<file path="config.mk">
export PLATFORM = sky130hd
export DESIGN_NAME = led_blink_regs
export DESIGN_NICKNAME = d
export VERILOG_FILES = /design/src/rtl/led_blink_pkg.sv /design/src/rtl/blink_tick_gen.sv /design/src/rtl/blink_channel.sv /design/src/rtl/led_reg_bank.sv /design/src/rtl/led_blink_regs.sv
export SDC_FILE = /design/constraint.sdc
export NUM_CORES = 1
export LEC_CHECK = 0
export BUFFER_PORTS_ARGS = -buffer_cell sky130_fd_sc_hd__buf_2
export CORE_UTILIZATION = 56
export CTS_BUF_LIST = sky130_fd_sc_hd__clkbuf_8
export DETAILED_ROUTE_END_ITERATION = 12
export GPL_ROUTABILITY_DRIVEN = 0
export HOLD_SLACK_MARGIN = 0.12
export PLACE_DENSITY = 0.85
export SETUP_SLACK_MARGIN = 0.2
export SLEW_MARGIN = 0
export SYNTH_ARGS = -nofsm -noshare
export SYNTH_HDL_FRONTEND = slang
export SYNTH_SLANG_ARGS = --single-unit
export TNS_END_PERCENT = 50
</file>
<file path="constraint.sdc">
create_clock -name clk -period 1.9 [get_ports clk]
set_input_delay 0.285 -clock clk [delete_from_list [all_inputs] [get_ports clk]]
set_output_delay 0.285 -clock clk [all_outputs]
set_load 0.005 [all_outputs]
</file>
<file path="src/rtl/led_blink_pkg.sv">
package led_blink_pkg;
  localparam int unsigned TICK_HZ = 38 * 256;
  typedef enum logic [1:0] {
    SRC_ON  = 2'd0,
    SRC_OFF = 2'd1,
    SRC_CH0 = 2'd2,
    SRC_CH1 = 2'd3
  } src_e;
endpackage

</file>
<file path="src/rtl/blink_tick_gen.sv">
module blink_tick_gen #(
  parameter int unsigned DIV = 1
) (
  input  logic clk,
  input  logic rst_n,
  output logic tick
);
  localparam int unsigned CW = (DIV > 1) ? $clog2(DIV) : 1;
  logic [CW-1:0] cnt_q;

  assign tick = (cnt_q == CW'(DIV - 1));

  always_ff @(posedge clk or negedge rst_n) begin
    if (!rst_n)    cnt_q <= '0;
    else if (tick) cnt_q <= '0;
    else           cnt_q <= cnt_q + 1'b1;
  end
endmodule

</file>
<file path="src/rtl/blink_channel.sv">
module blink_channel (
  input  logic       clk,
  input  logic       rst_n,
  input  logic       tick,
  input  logic [7:0] psc,
  input  logic [7:0] duty,
  output logic [7:0] phase,
  output logic       active
);
  logic [7:0] pcnt_q;
  logic [7:0] phase_q;

  // each phase step lasts psc+1 ticks; the count reloads when it runs out
  always_ff @(posedge clk or negedge rst_n) begin
    if (!rst_n) begin
      pcnt_q  <= '0;
      phase_q <= '0;
    end else if (tick) begin
      if (pcnt_q == 8'd0) begin
        pcnt_q  <= psc;
        phase_q <= phase_q + 8'd1;
      end else begin
        pcnt_q <= pcnt_q - 8'd1;
      end
    end
  end

  assign phase  = phase_q;
  assign active = (phase_q >= duty);
endmodule

</file>
<file path="src/rtl/led_reg_bank.sv">
module led_reg_bank #(
  parameter int unsigned NUM_LEDS = 16
) (
  input  logic                  clk,
  input  logic                  rst_n,
  input  logic                  we,
  input  logic [7:0]            addr,
  input  logic [7:0]            wdata,
  input  logic [NUM_LEDS-1:0]   pins_sync,
  output logic [7:0]            rdata,
  output logic [1:0][7:0]       psc,
  output logic [1:0][7:0]       duty,
  output logic [2*NUM_LEDS-1:0] sel_flat
);
  localparam int unsigned NIN   = (NUM_LEDS + 7) / 8;
  localparam int unsigned NSEL  = (NUM_LEDS + 3) / 4;
  localparam int unsigned A_CH  = NIN;
  localparam int unsigned A_LS  = NIN + 4;
  localparam int unsigned PINW  = 8 * NIN;
  localparam int unsigned SELW  = 8 * NSEL;

  logic [1:0][7:0]       psc_q, duty_q;
  logic [2*NUM_LEDS-1:0] sel_q;
  logic [PINW-1:0]       pin_pad;
  logic [SELW-1:0]       sel_pad;
  logic [7:0]            rd_c;

  always_ff @(posedge clk or negedge rst_n) begin
    if (!rst_n) begin
      psc_q  <= '0;
      duty_q <= {2{8'h80}};
      sel_q  <= {NUM_LEDS{2'b01}};
    end else if (we) begin
      for (int c = 0; c < 2; c++) begin
        if (addr == 8'(A_CH + 2 * c))     psc_q[c]  <= wdata;
        if (addr == 8'(A_CH + 2 * c + 1)) duty_q[c] <= wdata;
      end
      for (int n = 0; n < NUM_LEDS; n++) begin
        if (addr == 8'(A_LS + n / 4)) sel_q[2*n +: 2] <= wdata[2*(n%4) +: 2];
      end
    end
  end

  assign pin_pad = PINW'(pins_sync);
  assign sel_pad = SELW'(sel_q);

  always_comb begin
    rd_c = '0;
    for (int r = 0; r < NIN; r++)
      if (addr == 8'(r)) rd_c = pin_pad[8*r +: 8];
    for (int c = 0; c < 2; c++) begin
      if (addr == 8'(A_CH + 2 * c))     rd_c = psc_q[c];
      if (addr == 8'(A_CH + 2 * c + 1)) rd_c = duty_q[c];
    end
    for (int s = 0; s < NSEL; s++)
      if (addr == 8'(A_LS + s)) rd_c = sel_pad[8*s +: 8];
  end

  always_ff @(posedge clk or negedge rst_n) begin
    if (!rst_n) rdata <= '0;
    else        rdata <= rd_c;
  end

  assign psc      = psc_q;
  assign duty     = duty_q;
  assign sel_flat = sel_q;
endmodule

</file>
<file path="src/rtl/led_blink_regs.sv">
module led_blink_regs
  import led_blink_pkg::*;
#(
  parameter int unsigned NUM_LEDS = 16,
  parameter int unsigned CLK_HZ   = 100_000_000
) (
  input  logic                clk,
  input  logic                rst_n,
  input  logic                reg_we,
  input  logic [7:0]          reg_addr,
  input  logic [7:0]          reg_wdata,
  output logic [7:0]          reg_rdata,
  input  logic [NUM_LEDS-1:0] pin_in,
  output logic [NUM_LEDS-1:0] drv_low
);
  localparam int unsigned DIV_RAW = CLK_HZ / TICK_HZ;
  localparam int unsigned DIV     = (DIV_RAW == 0) ? 1 : DIV_RAW;

  logic                  tick;
  logic [NUM_LEDS-1:0]   sync1_q, sync2_q;
  logic [1:0][7:0]       psc, duty, ch_phase;
  logic [1:0]            ch_act;
  logic [2*NUM_LEDS-1:0] sel_flat;

  always_ff @(posedge clk or negedge rst_n) begin
    if (!rst_n) begin
      sync1_q <= '0;
      sync2_q <= '0;
    end else begin
      sync1_q <= pin_in;
      sync2_q <= sync1_q;
    end
  end

  blink_tick_gen #(.DIV(DIV)) tick_i (.clk(clk), .rst_n(rst_n), .tick(tick));

  for (genvar c = 0; c < 2; c++) begin : g_ch
    blink_channel ch_i (
      .clk(clk), .rst_n(rst_n), .tick(tick),
      .psc(psc[c]), .duty(duty[c]),
      .phase(ch_phase[c]), .active(ch_act[c])
    );
  end

  led_reg_bank #(.NUM_LEDS(NUM_LEDS)) regs_i (
    .clk(clk), .rst_n(rst_n), .we(reg_we), .addr(reg_addr), .wdata(reg_wdata),
    .pins_sync(sync2_q), .rdata(reg_rdata), .psc(psc), .duty(duty),
    .sel_flat(sel_flat)
  );

  always_ff @(posedge clk or negedge rst_n) begin
    if (!rst_n) drv_low <= '0;
    else begin
      for (int n = 0; n < NUM_LEDS; n++) begin
        case (src_e'(sel_flat[2*n +: 2]))
          SRC_ON:  drv_low[n] <= 1'b1;
          SRC_OFF: drv_low[n] <= 1'b0;
          SRC_CH0: drv_low[n] <= ch_act[0];
          default: drv_low[n] <= ch_act[1];
        endcase
      end
    end
  end
endmodule

</file>
==> flow_metrics.tcl <==
set metrics [dict create \
    status "complete, but fails checks" \
    violations "setup timing" \
    critPathRequiredTime_ns 2.25 \
    timing.fmax_mhz 495.8 \
    finalWirelength_mm 23.76 \
    switching_share_pct 28.49 \
    clockBufferDepth 2 \
    multi_input_area_sq_mm 0.003832 \
    max-vdd-ir-drop_mv 0.6245 \
    syn_nets 737 \
    synth_edf_count 0 \
    critPathKind "reg -> reg" \
    grt_max_degree 53 \
    synthesis.area_sq_mm 0.007672 \
    yosysUniqueCellTypes 66 \
    htreeDepth 4 \
    path_max_fanout 8 \
    crit_family "compound AO/OA/AOI/OAI gates" \
    die_w_microns 119.1 \
    finalHoldViolations 0 \
    grtUsageTotal_pct 30.80 \
    crit_chain "inv_2, ha_4, a211o_1, a31oi_4, o21ai_4, buf_12, a211oi_2, o22ai_2" \
    fin_skew_ns 0.01577 \
    hp-class "in -> reg" \
    antenna_found_initial 0 \
    finalSetupViolCount 16 \
    slew_viol_final 0 \
    postPlaceCellArea_sq_mm 0.008707 \
    ys_warn_count 0 \
    setup.worst_path.start_class "flip-flop" \
    fin_crit_sh_pct 106.1 \
    final.min_clock_period_ns 2.017 \
    clk_latency_ns 0.47 \
    nFillCells 710 \
    pwr-share-clk_pct 35.4 \
    post-route-drc-count 0 \
    vias 6679 \
    cts_tree "yes" \
    async_flop_share_pct 100.0 \
    grt_first_pass_wirelength_mm 32.86 \
    critPathBufInv 2 \
    ant_nets 0 \
    grt_pass1_vias 6457 \
    cts_sinks 166 \
    total_power_mw 7.006 \
    final_area_sq_mm 0.01008 \
    register_area_sq_mm 0.004178 \
    dpl.hpwl_mm 13.38 \
    drt_first_pass_iters 6 \
    start_util_pct 57.71 \
    die_area_sq_mm 0.01417 \
    drtIter0Drc 898 \
    fin_nets 891 \
    slew_headroom_pct 18.41 \
    worstSetupStartpoint "regs_i.duty[2]" \
    synth-seq-area-share_pct 54.44 \
    syn_area_per_cell_sq_um 11.32 \
    wire_per_inst_microns 23.27 \
    seq_power_share_pct 54.2 \
    netlist_instances 678 \
    tightest_slew_ns 1.224 \
    rr_startpoint "regs_i.duty[2]" \
    intPower_mw 5.010 \
    path_clk_slew_ns 0.10 \
    die_h_microns 119.1 \
    maxCapViolCount 0 \
    numCtsBuffers 17 \
    drive_gt1_share_pct 41.66 \
    rows 42 \
    yosys_most_used_dff "dfrtp_1" \
    cp_slowest_cell "dfrtp_1" \
    clockRootBuffer "clkbuf_8" \
    p_comb_share_pct 10.4 \
    r2r_setup_slack_ns -0.12 \
    cp-end-kind "flip-flop" \
    overflow 0 \
    io_pins 59 \
    fin_ws_ns -0.1168 \
    via_per_inst 6.542 \
    arrival_ns 2.37 \
    synth_seq_cells 166 \
    rsz0062_at_grt "true" \
    coreArea_sq_mm 0.01330 \
    power_leakage_nw 4.622 \
    diodes 0 \
    portBuffers 58 \
    cpPeakStageDelay_ns 0.41 \
    min-delay-start "reg_wdata[6]" \
    dpl_worst_slack_ns -0.4144 \
    syn2layout_area_growth_pct 31.41 \
    power_switching_mw 1.996 \
    powerDensity_mw_per_mm2 694.8 \
]
[synth_stat cells, types with 3 or more instances]
master / n / area share (%)
a2111oi_0: 9 / 1.0
a211oi_1: 19 / 1.9
a21oi_1: 23 / 1.5
a22oi_1: 3 / 0.29
a31o_2: 4 / 0.46
and3_1: 3 / 0.24
buf_2: 10 / 0.65
buf_6: 6 / 0.88
clkbuf_1: 11 / 0.54
dfrtp_1: 148 / 48
dfstp_2: 18 / 6.2
ha_1: 24 / 3.9
inv_1: 41 / 2.0
mux2_2: 48 / 7.0
mux2i_1: 14 / 1.8
nand2_1: 63 / 3.1
nand2b_1: 4 / 0.33
nand3_1: 20 / 1.3
nand4_1: 9 / 0.73
nor2_1: 40 / 2.0
nor3_1: 9 / 0.59
o2111ai_1: 3 / 0.34
o211ai_1: 3 / 0.29
o21ai_0: 36 / 2.3
o21ai_1: 5 / 0.33
o221ai_1: 4 / 0.46
o22ai_1: 22 / 1.8
xnor2_1: 17 / 1.9
xor2_1: 9 / 1.0
[what timing repair did]
action / CTS / global route
setup buffers: 9 / 9
pin swaps: 21 / 38
hold endpoints to repair: 55 / 0
cloned: 1 / 1
hold buffers: 18 / 0
resized for setup: 66 / 67
endpoints found under the setup margin: 50 / 51
[flip-flops by register name, indices dropped and copies added (netlist names)]
name	cells
regs_i.sel_flat	32
drv_low	16
regs_i.psc	16
g_ch.ch_i.phase	16
sync1_q	16
regs_i.duty	16
regs_i.rdata	8
tick_i.cnt_q	14
sync2_q	16
g_ch.ch_i.pcnt_q	16
[layout by cell type (no fill, tap or decap), types with 5 or more instances in the layout]
cell type	instances
nor3_4	5
nand2_1	59
o22ai_1	8
dlygate4sd3_1	18
nand4_1	9
inv_2	6
o22ai_2	14
o21ai_0	28
buf_2	57
a21oi_2	7
ha_1	20
mux2_2	44
xnor2_1	16
nor2_1	36
nand3_1	17
a211oi_1	5
buf_4	69
inv_1	35
dfrtp_1	147
o21ai_1	8
buf_6	9
mux2i_1	14
nor3_1	6
a21oi_1	13
buf_12	8
a211oi_2	11
dfstp_2	18
clkbuf_8	18
xor2_1	9
[area by class of cell]
| type | count | area share [%] |
|---|---|---|
| Clock inverter | 14 | 1.365 |
| Tap cell | 176 | 2.184 |
| Timing Repair Buffer | 164 | 13.02 |
| Clock buffer | 18 | 2.457 |
| Sequential cell | 166 | 41.44 |
| Multi-Input combinational cell | 442 | 38.01 |
| Inverter | 41 | 1.526 |
[stage by stage]
step | TNS [ns] | instances | util, % | hold WS (ns)
2_1_floorplan | 0 | 678 | - | -0.01059
3_3_place_gp | -1.140 | 951 | 65.49 | 0.2881
3_5_place_dp | -3.513 | 951 | 65.49 | 0.2921
4_1_cts | -0.08409 | 1011 | 72.48 | 0.1422
5_1_grt | -2.030 | 1021 | 75.83 | 0.1437
6_report | -1.014 | 1021 | 75.83 | 0.1721
[worst reg2reg max path: stages (launching register included)]
cell,delay [ns]
dfrtp_1,0.41
inv_2,0.09
ha_4,0.21
a211o_1,0.29
a31oi_4,0.19
o21ai_4,0.12
buf_12,0.18
a211oi_2,0.28
o22ai_2,0.12
[path summary, 6_finish.rpt]
check                                         to  cells past startpoint
min in group asynchronous  g_ch[1].ch_i.phase[4]                      2
max in group asynchronous             sync2_q[3]                      3
min                              regs_i.duty[14]                      3
max reg2reg                           drv_low[0]                      8
max                                   drv_low[0]                      8
min reg2reg                          sync2_q[13]                      0
[power by group through the flow]
stage / clock (mW) / combinational (mW) / sequential, mW
after CTS: 2.47 / 0.641 / 3.78
after detailed placement: 0 / 0.583 / 3.85
after global placement: 0 / 0.554 / 3.84
after global routing: 2.63 / 0.771 / 3.81
after floorplan: 0 / 0.273 / 3.82
final: 2.48 / 0.728 / 3.80
[metal layers]
layer	GRT usage, %	share of wire (%)
met1	37.39	36
met2	49.93	49
met3	7.711	9.8
met4	17.96	5.3
met5	0	0
[logic make-up (layout without fill, tap and decap cells)]
kind of cell,after synthesis,in the layout,synth area share (%)
AO/OA/AOI/OAI,149,149,12.64
XOR/XNOR,26,26,2.968
adder cells (fa/ha/maj),24,24,3.914
buffers and inverters,70,237,4.224
flip-flops,166,166,54.44
multiplexers,65,65,9.605
AND/OR/NAND/NOR,178,178,12.21
No activity file was read; power rests on OpenSTA's default activity.
